## config.mk

```make
export PLATFORM = sky130hd
export DESIGN_NAME = sar_rx
export DESIGN_NICKNAME = d
export VERILOG_FILES = /design/src/rtl/sar_pkg.sv /design/src/rtl/sar_sync.sv /design/src/rtl/sar_bit_tracker.sv /design/src/rtl/sar_word_capture.sv /design/src/rtl/sar_pair_out.sv /design/src/rtl/sar_rx.sv
export SDC_FILE = /design/constraint.sdc
export NUM_CORES = 1
export LEC_CHECK = 0
export ABC_CLOCK_PERIOD_IN_PS = 14500
export BUFFER_PORTS_ARGS = -buffer_cell sky130_fd_sc_hd__buf_2
export CAP_MARGIN = 20
export CORE_AREA = 2 2 141 143
export CTS_CLUSTER_SIZE = 25
export DETAILED_ROUTE_END_ITERATION = 10
export DIE_AREA = 0 0 143 145
export HOLD_SLACK_MARGIN = 0.06
export PLACE_DENSITY = 0.67
export SETUP_SLACK_MARGIN = 0.02
export SYNTH_ARGS = -nofsm -noshare
export SYNTH_HDL_FRONTEND = slang
export SYNTH_SLANG_ARGS = --single-unit
```

## constraint.sdc

```tcl
create_clock -name clk -period 14.5 [get_ports clk]
set_clock_uncertainty 0.2 [all_clocks]
set_input_delay 2.175 -clock clk [delete_from_list [all_inputs] [get_ports clk]]
set_output_delay 2.175 -clock clk [all_outputs]
set_load 0.03 [all_outputs]
```

## src/rtl/sar_pkg.sv

```systemverilog
package sar_pkg;

    localparam int OUT_W  = 24;
    localparam int LEN_W  = 5;
    localparam int FMT_W  = 3;
    localparam int SLOT_W = 6;

    localparam logic [FMT_W-1:0] FMT_LSB16 = 3'b000;
    localparam logic [FMT_W-1:0] FMT_LSB20 = 3'b001;
    localparam logic [FMT_W-1:0] FMT_MSB20 = 3'b010;
    localparam logic [FMT_W-1:0] FMT_I2S   = 3'b011;
    localparam logic [FMT_W-1:0] FMT_LSB24 = 3'b100;

    typedef struct packed {
        logic             legal;
        logic             lsb_just;
        logic             i2s;
        logic [LEN_W-1:0] wlen;
    } fmt_info_t;

    typedef struct packed {
        logic              valid;
        logic              data;
        logic              boundary;
        logic              ended_lvl;
        logic [SLOT_W-1:0] slot;
    } bit_ev_t;

    typedef struct packed {
        logic             valid;
        logic             ended_lvl;
        logic [OUT_W-1:0] data;
        logic [LEN_W-1:0] nbits;
    } word_ev_t;

    function automatic fmt_info_t decode_fmt(input logic [FMT_W-1:0] code);
        fmt_info_t f;
        f.legal    = 1'b1;
        f.lsb_just = 1'b0;
        f.i2s      = 1'b0;
        f.wlen     = LEN_W'(20);
        case (code)
            FMT_LSB16: begin f.lsb_just = 1'b1; f.wlen = LEN_W'(16); end
            FMT_LSB20: begin f.lsb_just = 1'b1; end
            FMT_MSB20: begin end
            FMT_I2S:   begin f.i2s = 1'b1; end
            FMT_LSB24: begin f.lsb_just = 1'b1; f.wlen = LEN_W'(OUT_W); end
            default:   begin f.legal = 1'b0; f.lsb_just = 1'b1; f.wlen = LEN_W'(OUT_W); end
        endcase
        return f;
    endfunction

    function automatic logic [OUT_W-1:0] left_align(input logic [OUT_W-1:0] raw,
                                                    input logic [LEN_W-1:0] nb);
        logic [OUT_W:0] m;
        m = ((OUT_W+1)'(1) << nb) - (OUT_W+1)'(1);
        return (raw & m[OUT_W-1:0]) << (OUT_W - int'(nb));
    endfunction

endpackage

```

## src/rtl/sar_sync.sv

```systemverilog
module sar_sync #(
    parameter int STAGES = 2,
    parameter int WIDTH  = 3
) (
    input  logic             clk,
    input  logic             rst,
    input  logic [WIDTH-1:0] din,
    output logic [WIDTH-1:0] dout
);
    for (genvar b = 0; b < WIDTH; b++) begin : g_bit
        logic [STAGES-1:0] chain;
        always_ff @(posedge clk) begin
            if (rst) chain <= '0;
            else     chain <= {chain[STAGES-2:0], din[b]};
        end
        assign dout[b] = chain[STAGES-1];
    end
endmodule

```

## src/rtl/sar_bit_tracker.sv

```systemverilog
module sar_bit_tracker
    import sar_pkg::*;
(
    input  logic    clk,
    input  logic    rst,
    input  logic    bclk_s,
    input  logic    fclk_s,
    input  logic    sdata_s,
    output bit_ev_t ev
);
    localparam logic [SLOT_W-1:0] SLOT_MAX = '1;

    logic              bclk_q;
    logic              primed;
    logic              lvl_q;
    logic [SLOT_W-1:0] slot_q;
    logic              rise;
    logic              flip;

    assign rise = bclk_s & ~bclk_q;
    assign flip = primed & (fclk_s != lvl_q);

    always_ff @(posedge clk) begin
        if (rst) begin
            bclk_q <= 1'b0;
            primed <= 1'b0;
            lvl_q  <= 1'b0;
            slot_q <= '0;
            ev     <= '0;
        end else begin
            bclk_q   <= bclk_s;
            ev.valid <= 1'b0;
            if (rise) begin
                ev.valid     <= primed;
                ev.data      <= sdata_s;
                ev.boundary  <= flip;
                ev.ended_lvl <= lvl_q;
                ev.slot      <= flip ? '0 : slot_q;
                primed       <= 1'b1;
                lvl_q        <= fclk_s;
                if (flip)                  slot_q <= SLOT_W'(1);
                else if (slot_q != SLOT_MAX) slot_q <= slot_q + SLOT_W'(1);
            end
        end
    end

    AST_ONE_BIT_PER_RISE: assert property (@(posedge clk) disable iff (rst)
        ev.valid |=> !ev.valid);

endmodule

```

## src/rtl/sar_word_capture.sv

```systemverilog
module sar_word_capture
    import sar_pkg::*;
(
    input  logic             clk,
    input  logic             rst,
    input  bit_ev_t          ev,
    input  logic             lsb_just,
    input  logic             i2s,
    input  logic [LEN_W-1:0] wlen,
    output word_ev_t         wev
);
    logic [OUT_W-1:0] shreg;
    logic [OUT_W-1:0] cap;
    logic [LEN_W-1:0] capcnt;
    logic [OUT_W-1:0] fin_raw;
    logic [LEN_W-1:0] fin_nb;
    logic             take;
    logic [OUT_W-1:0] tail_mask;

    assign take = (ev.slot >= (i2s ? SLOT_W'(1) : SLOT_W'(0))) && (capcnt < wlen);

    always_comb begin
        if (lsb_just) begin
            fin_raw = shreg;
            fin_nb  = wlen;
        end else if (i2s && (capcnt < wlen)) begin
            fin_raw = {cap[OUT_W-2:0], ev.data};
            fin_nb  = capcnt + LEN_W'(1);
        end else begin
            fin_raw = cap;
            fin_nb  = capcnt;
        end
    end

    always_ff @(posedge clk) begin
        if (rst) begin
            shreg  <= '0;
            cap    <= '0;
            capcnt <= '0;
            wev    <= '0;
        end else begin
            wev.valid <= 1'b0;
            if (ev.valid) begin
                shreg <= {shreg[OUT_W-2:0], ev.data};
                if (ev.boundary) begin
                    wev.valid     <= 1'b1;
                    wev.ended_lvl <= ev.ended_lvl;
                    wev.data      <= left_align(fin_raw, fin_nb);
                    wev.nbits     <= fin_nb;
                    if (!lsb_just && !i2s) begin
                        cap    <= {{(OUT_W-1){1'b0}}, ev.data};
                        capcnt <= LEN_W'(1);
                    end else begin
                        cap    <= '0;
                        capcnt <= '0;
                    end
                end else if (take) begin
                    cap    <= {cap[OUT_W-2:0], ev.data};
                    capcnt <= capcnt + LEN_W'(1);
                end
            end
        end
    end

    assign tail_mask = ~({OUT_W{1'b1}} << (OUT_W - int'(wev.nbits)));

    AST_CAPCNT_BOUND: assert property (@(posedge clk) disable iff (rst)
        capcnt <= wlen);
    AST_ZERO_FILL: assert property (@(posedge clk) disable iff (rst)
        wev.valid |-> ((wev.data & tail_mask) == '0));

endmodule

```

## src/rtl/sar_pair_out.sv

```systemverilog
module sar_pair_out
    import sar_pkg::*;
(
    input  logic             clk,
    input  logic             rst,
    input  word_ev_t         wev,
    input  logic             i2s,
    input  logic             legal,
    output logic [OUT_W-1:0] left_out,
    output logic [OUT_W-1:0] right_out,
    output logic             pair_valid
);
    logic             seen;
    logic             have_left;
    logic [OUT_W-1:0] left_hold;
    logic             valid_q;
    logic             is_left;

    assign is_left    = wev.ended_lvl ^ i2s;
    assign pair_valid = valid_q;

    always_ff @(posedge clk) begin
        if (rst) begin
            seen      <= 1'b0;
            have_left <= 1'b0;
            left_hold <= '0;
            left_out  <= '0;
            right_out <= '0;
            valid_q   <= 1'b0;
        end else begin
            valid_q <= 1'b0;
            if (wev.valid) begin
                if (!seen) begin
                    seen <= 1'b1;
                end else if (is_left) begin
                    left_hold <= wev.data;
                    have_left <= 1'b1;
                end else begin
                    have_left <= 1'b0;
                    if (have_left && legal) begin
                        left_out  <= left_hold;
                        right_out <= wev.data;
                        valid_q   <= 1'b1;
                    end
                end
            end
        end
    end

    AST_RESET_CLEARS: assert property (@(posedge clk)
        rst |=> (!valid_q && left_out == '0 && right_out == '0));
    AST_STROBE_SINGLE: assert property (@(posedge clk) disable iff (rst)
        valid_q |=> !valid_q);
    AST_STROBE_NEEDS_LEFT: assert property (@(posedge clk) disable iff (rst)
        valid_q |-> $past(have_left));
    AST_ILLEGAL_NO_STROBE: assert property (@(posedge clk) disable iff (rst)
        (wev.valid && !legal) |=> !valid_q);

endmodule

```

## src/rtl/sar_rx.sv

```systemverilog
module sar_rx
    import sar_pkg::*;
#(
    parameter int SYNC_STAGES = 2
) (
    input  logic             clk,
    input  logic             rst,
    input  logic             bclk_in,
    input  logic             fclk_in,
    input  logic             sdata_in,
    input  logic [FMT_W-1:0] fmt_sel,
    output logic [OUT_W-1:0] left_out,
    output logic [OUT_W-1:0] right_out,
    output logic             pair_valid
);
    localparam int PIN_W = 3;

    logic [PIN_W-1:0] pins_s;
    fmt_info_t        info;
    bit_ev_t          ev;
    word_ev_t         wev;

    assign info = decode_fmt(fmt_sel);

    sar_sync #(.STAGES(SYNC_STAGES), .WIDTH(PIN_W)) u_sync (
        .clk  (clk),
        .rst  (rst),
        .din  ({sdata_in, fclk_in, bclk_in}),
        .dout (pins_s)
    );

    sar_bit_tracker u_track (
        .clk     (clk),
        .rst     (rst),
        .bclk_s  (pins_s[0]),
        .fclk_s  (pins_s[1]),
        .sdata_s (pins_s[2]),
        .ev      (ev)
    );

    sar_word_capture u_cap (
        .clk      (clk),
        .rst      (rst),
        .ev       (ev),
        .lsb_just (info.lsb_just),
        .i2s      (info.i2s),
        .wlen     (info.wlen),
        .wev      (wev)
    );

    sar_pair_out u_pair (
        .clk        (clk),
        .rst        (rst),
        .wev        (wev),
        .i2s        (info.i2s),
        .legal      (info.legal),
        .left_out   (left_out),
        .right_out  (right_out),
        .pair_valid (pair_valid)
    );

endmodule

```

### Word-level counts from Yosys, hierarchy flattened

Cells that the tools add are included.

* bits in registers: 184
* word-level logic and storage cells: 89
* bits of input ports: 8
* output and inout bits: 49

* multiplexer cells: 20
* reduce and logical (&&, ||, !) cells: 20
* add/sub/neg operators: 4
* bitwise logic cells: 10
* shift-type cells: 2
* order comparisons: 2
* eq/ne operators: 6

Operators with widths (number)
* $mux W24: 4
* $shl A24 B32 Y24: 1
* $mux W31: 1
* $and A24 B24 Y24: 1
* $shl A1 B5 Y24 const A: 1
* $sub A24 B2 Y24 const B: 1
* $mux W5: 4
* $mux W6: 3
* $pmux W4 S2: 1
* $reduce_and A2 Y1: 4
* $mux W1: 7
* $add A6 B1 Y6 const B: 1
* $eq A3 B2 Y1 const B: 2
* $ge A6 B6 Y1: 1
* $ne A6 B6 Y1 const B: 1
* $not A1 Y1: 6
* $reduce_or A2 Y1: 3
* $sub A5 B5 Y6 const A: 1
* $add A5 B1 Y5 const B: 1
* $lt A5 B5 Y1: 1
* $reduce_or A5 Y1: 1
* $logic_and A1 B1 Y1: 4
* $reduce_and A4 Y1: 1
* $reduce_bool A2 Y1: 2
* other kinds (10): 11

### Logic depth before layout (Yosys ltp)

* depth after elaboration: 12
* depth in mapped cells: 24
* gate-level depth less buffers: 19

### Hierarchy

A second synthesis with hierarchy kept.

* cells, all modules: 1278
* area, all modules: 10645.2 µm²

Modules (own cells, without submodules)
* sar_word_capture: sequential area each 1681.6 µm², instances 1, cells each 889, area an instance 6635.1 µm²
* sar_pair_out: sequential area each 1501.4 µm², instances 1, cells each 274, area an instance 2999.1 µm²
* sar_bit_tracker: sequential area each 380.4 µm², instances 1, cells each 93, area an instance 789.5 µm²
* sar_sync: sequential area each 120.1 µm², instances 1, cells each 15, area an instance 180.2 µm²
* sar_rx: sequential area each 0.0 µm², instances 1, cells each 7, area an instance 41.3 µm²

### Least setup slack after synthesis

No wires, ideal clock.

* path kind: input to register
* start: input fmt_sel[2]
* end: register, netlist name u_cap.wev[24]
* path slack: 7382 ps
* setup time: 136 ps
* arrival time: 6781 ps
* required time: 14164 ps
* stages: 23
* buffers on the path: 6
* cells stage by stage: buf_1 > inv_1 > ha_1 > o211a_1 > buf_2 > nor3_2 > o21a_1 > inv_1 > buf_2 > buf_2 > ha_1 > ha_1 > clkbuf_1 > a211oi_1 > a21oi_1 > buf_2 > nand3_1 > o2111ai_2 > xor2_1 > a31o_1 > mux4_2 > a31oi_1 > o22ai_1

* cells in the longest elaborated chain, start to end: 11
* elaborated cells on any way between the ends: 19
* classes of those cells: add/sub: 2; order compare: 1; eq/ne: 3; shift: 2; mux: 6; bitwise: 1; reduce/logical: 4

RTL lines
* start: declaration: RTL line sar_rx.sv:11 `input logic [FMT_W-1:0] fmt_sel,`
* $eq A3 B2 Y1 / $eq A3 B1 Y1 (equally long branches): RTL line sar_pkg.sv:42 `case (code)`
* $reduce_or A3 Y1 (no source line)
* $pmux W4 S2: RTL line sar_pkg.sv:42
* $lt A5 B5 Y1: RTL line sar_word_capture.sv:26 `end else if (i2s && (capcnt < wlen)) begin`
* $logic_and A1 B1 Y1: RTL line sar_word_capture.sv:26
* $mux W5: RTL line sar_word_capture.sv:26
* $mux W5: RTL line sar_word_capture.sv:23 `if (lsb_just) begin`
* $shl A1 B5 Y24: RTL line sar_pkg.sv:56 `m = ((OUT_W+1)'(1) << nb) - (OUT_W+1)'(1);`
* $sub A24 B2 Y24: RTL line sar_pkg.sv:56
* $and A24 B24 Y24: RTL line sar_pkg.sv:57 `return (raw & m[OUT_W-1:0]) << (OUT_W - int'(nb));`
* $shl A24 B32 Y24 *: RTL line sar_pkg.sv:57

Mark *: on every way between the ends. The rest lies on a longest branch, timed or not.
A chain may end at the register's enable or synchronous reset.

### Final worst setup path

* start: input fmt_sel[2]
* end: register, netlist name u_cap.wev[24]

* cells in the longest elaborated chain, start to end: 11
* elaborated cells on any way between the ends: 19
* classes of those cells: add/sub: 2; order compare: 1; eq/ne: 3; shift: 2; mux: 6; bitwise: 1; reduce/logical: 4

RTL lines (RTL line)
* $eq A3 B2 Y1 / $eq A3 B1 Y1 (equally long branches): sar_pkg.sv:42
* $reduce_or A3 Y1 (no source line)
* $pmux W4 S2: sar_pkg.sv:42
* $lt A5 B5 Y1: sar_word_capture.sv:26
* $logic_and A1 B1 Y1: sar_word_capture.sv:26
* $mux W5: sar_word_capture.sv:26
* $mux W5: sar_word_capture.sv:23
* $shl A1 B5 Y24: sar_pkg.sv:56
* $sub A24 B2 Y24: sar_pkg.sv:56
* $and A24 B24 Y24: sar_pkg.sv:57
* $shl A24 B32 Y24 *: sar_pkg.sv:57

Marked as above.

==> results by group <==
Worst setup path
  – Cell count along the critical path: 18
  – CP delay by family, top: compound AO/OA/AOI/OAI gates
  – Most used cell along the critical path: ha_1
  – RR Endpoint: u_cap.wev[24]$_SDFFE_PP0P_
  – Worst R2R Start: u_cap.capcnt[3]$_SDFFE_PP0P_
  – CP endpoint: u_cap.wev[24]$_SDFFE_PP0P_
  – Kind of critical path: in -> reg
  – Worst path slowest cell: o21a_1
  – CP Buf/Inv Count: 3
  – Crit. Startpoint: fmt_sel[2]
  – Setup slack, reg-to-reg: between 8 and 9 ns
  – Reg2Reg Depth: 17
  – Crit path launch type: input pin
  – Setup crit end kind: flip-flop
  – Worst endpoint required time: 14.60 ns
  – Crit path DAT: 8.11 ns
  – Crit Path Max Fanout: 26
  – Cell Chain, Critical Path: buf_2, inv_1, ha_1, o211ai_2, a21oi_1, o21a_1, inv_1, ha_1, ha_1, nand2_1, ha_1, a41oi_1, o2111ai_1, o21ai_0, o2bb2ai_1, mux4_2, a31oi_1, o22ai_1
  – Slowest stage delay, CP: 0.60 ns

Route
  – Routed wire per std cell: 19.5 um
  – DRT Pass-1 Iters: 6
  – DRC: 0
  – DR vias: 9113
  – Vias/cell: approximately 6.1
  – DRT iter0 DRCs: between 900 and 1000
  – Final ANT Viol Nets: 0
  – Drt total wl: 29.0 mm

Synthesis
  – Yosys warns: 0
  – Number of distinct library cells after synthesis: 91
  – Mean Syn Cell Area: 7.87 um2
  – Synth top area share: 37.7%
  – EDFF count, synth: 0
  – Yosys reg bits: about 180
  – Main synth FF type: dfxtp_1
  – Synth top area cells: dfxtp_1 (38%), nand2_1 (9.2%), a21oi_1 (6.4%)
  – Cells after Synth: 1209
  – Netlist Area Pre-Place: 9510 um2
  – Synth area leader: dfxtp_1
  – Post-synthesis sequential area ratio: 37.7%
  – Syn_nets: between 1000 and 1500
  – Asr flop ratio synth: 0%

Flow run
  – Max-cap viol count: 0

GRT
  – Largest net degree at the start of global routing: about 110
  – Initial antenna violation count: 1
  – Number of global-route vias before repair: 8226
  – GR Util All Layers: 27.8%
  – Residual overflow from global routing: 0
  – First-pass GRT wire length: 45.9 mm

Power
  – Clock power frac: approximately 45%
  – Sequential power share: between 40% and 50%
  – Lkg Pwr: 3.67 nW
  – P per Cell Area: 105 nW/um2
  – Int Power: 0.000769 W
  – Design Power: 0.00110 W
  – Combinational power share: 10.7%
  – Psw: 0.000335 W
  – Sw Ratio: a little under a third
  – Maximum VDD drop: 0.0000807 V

Placed design
  – Placer Congestion: 0.982
  – Dpl hpwl: roughly 20 mm
  – Port Buffers: 56
  – Placed cell area: 9860 um2
  – Pre-CTS setup slack: 6.22 ns

STA
  – Max Fclk: about 120 MHz
  – Final hold vios: 0
  – Minimum clock period: 8.01 ns
  – Max-slew violation count: 0
  – Unrepaired setup endpoints after global routing: no
  – Endpoints failing setup: 0
  – TNS Setup: 0 ns
  – Slew HR: 33.7%
  – Tcrit/Tclk final: between 50 and 60%
  – Worst setup margin: 6.49 ns
  – Worst Tran Pin Value: slightly below 1 ns

Finish
  – Number of nets in the layout: 1227
  – Layout cells sized above 1: 12.4%
  – Post-route cell area: roughly 11000 um2
  – Synth-to-layout area growth: 10.4%

Die
  – Die area: between 20000 and 25000 um2
  – Starting Density: 49.5%
  – DIE WIDTH: 143 um
  – Die Ht: 145 um
  – Core Region: 19200 um2
  – Site row count: 51
  – IO Pins: between 50 and 60

Clock tree
  – Postcts setup bufs: 0
  – H-tree depth: 4
  – Clk sinks: between 150 and 200
  – CTS tree: built
  – Post-cts hold buffer count: 0
  – CTS buffer count: 17
  – PostCTS Resize Cnt: 0
  – Clk_lat worst skew: between 0.4 and 0.5 ns
  – Clock Path Buffers: 2
  – Clock slew at reported path FFs: roughly 0.07 ns
  – Root buffer cell: clkbuf_16

Run status
  – Outcome: finished clean

Worst hold path
  – Hold Path Stages: 2
  – Worst hold path type: reg -> reg
## placed cells by master (no fill, tap or decap), types with 6 or more instances in the layout
cell type and n:
nand2_1 233, dfxtp_1 179, a21oi_1 122, nor2_1 119, buf_2 55, o21ai_0 40, mux2i_1 37, nand3_1 37
a22oi_1 37, nor3_1 20, a31oi_1 19, clkbuf_16 17, buf_4 13, inv_1 11, and2_1 11, o22ai_1 11
ha_1 11, nand2b_1 9, nor2b_1 9, a211oi_1 9, and3_1 9, or3_1 8, o211ai_1 8, o21a_1 7
mux2_2 7, a32oi_1 7, a22o_1 7, clkinv_8 7, nand4_1 6, a31o_2 6
## routing by layer
| layer | vias up | wire length, um | track usage, % | part of all wire (%) |
|---|---|---|---|---|
| met5 | - | 0 | 0 | 0 |
| met4 | 0 | 1190 | 12.6 | 4.1 |
| met3 | 76 | 1930 | 5.45 | 6.7 |
| met2 | 425 | 12900 | 41.9 | 44 |
| met1 | 4230 | 13000 | 38.4 | 45 |
| li1 | 4382 | - | - | - |
## cell families (layout without fill, tap and decap cells)
kind of cell	Yosys count	count (layout)	synth area share, %
flip-flops	179	179	37.7
adder cells (fa/ha/maj)	11	11	1.45
other	0	1	0
multiplexers	45	45	4.96
buffers and inverters	102	114	4.47
XOR/XNOR	8	8	0.816
AO/OA/AOI/OAI	371	371	27.3
AND/OR/NAND/NOR	493	493	23.4
## how the worst min path moves through the flow
stage | start | endpoint | slack (ns)
final | u_sync.g_bit[2].chain[1]$_SDFF_PP0_ | u_track.ev[8]$_SDFFE_PP0P_ | 0.24
after global routing | u_sync.g_bit[2].chain[0]$_SDFF_PP0_ | u_sync.g_bit[2].chain[1]$_SDFF_PP0_ | 0.25
after CTS | u_sync.g_bit[2].chain[1]$_SDFF_PP0_ | u_track.ev[8]$_SDFFE_PP0P_ | 0.24
after detailed placement | u_sync.g_bit[2].chain[0]$_SDFF_PP0_ | u_sync.g_bit[2].chain[1]$_SDFF_PP0_ | 0.23
after global placement | u_sync.g_bit[2].chain[0]$_SDFF_PP0_ | u_sync.g_bit[2].chain[1]$_SDFF_PP0_ | 0.22
after floorplan | u_sync.g_bit[0].chain[0]$_SDFF_PP0_ | u_sync.g_bit[0].chain[1]$_SDFF_PP0_ | 0.21
## layout make-up
class,instances,area [um2]
repair buffers,70,394
clock inverters,15,215
clock buffers,17,425
well taps,265,332
multi-input cells,928,5510
fillers,1851,8700
diodes,1,2.50
inverters,12,45.0
flip-flops and latches,179,3580
## Yosys cell counts (all sizes together) (6+ instances only)
cell    number
buf         27
a211oi      13
nand2      233
nor4         7
o31ai        6
nor2       121
o21ai       43
dfxtp      179
o211ai      10
a311oi       6
nand3       38
ha          11
a22oi       37
or3          8
clkbuf      63
nor3        24
inv         12
a21oi      122
o21a         7
nand2b       9
xor2         6
mux2i       37
o22ai       11
a32oi        7
nor2b       10
a31oi       20
and2        11
a22o         7
mux2         7
nand4        6
a31o         8
and3         9
## per-stage QoR
| stage | hold WS (ns) | util (%) | cells |
|---|---|---|---|
| final | 0.239 | 54.7 | 1487 |
| after global routing | 0.251 | 54.7 | 1486 |
| after CTS | 0.241 | 54.7 | 1486 |
| after global placement | 0.221 | 51.3 | 1453 |
| after floorplan | 0.214 | - | 1209 |
| after detailed placement | 0.228 | 51.3 | 1454 |
## sequential cells by signal (all words and copies together) (netlist names), 5 cells and up
register / count
u_pair.right_out: 24
u_track.slot_q: 6
u_sync.g_bit.chain: 6
u_pair.left_out: 24
u_cap.capcnt: 5
u_cap.cap: 24
u_pair.left_hold: 24
u_track.ev: 10
u_cap.wev: 26
u_cap.shreg: 24
## tightest hold or removal path, cell delays in order (launching register included)
cell	delay (ns)
dfxtp_1	0.30
nand2_1	0.05
a21oi_1	0.05
## power groups by stage
stage / combinational (W) / clock, W / sequential [W]
detailed placement: 0.000114 / 0 / 0.000505
CTS: 0.000115 / 0.000499 / 0.000493
floorplan: 0.0000842 / 0 / 0.000505
finish: 0.000118 / 0.000492 / 0.000493
global route: 0.000126 / 0.000519 / 0.000493
global placement: 0.000116 / 0 / 0.000505
No activity file was read; power rests on OpenSTA's default activity.
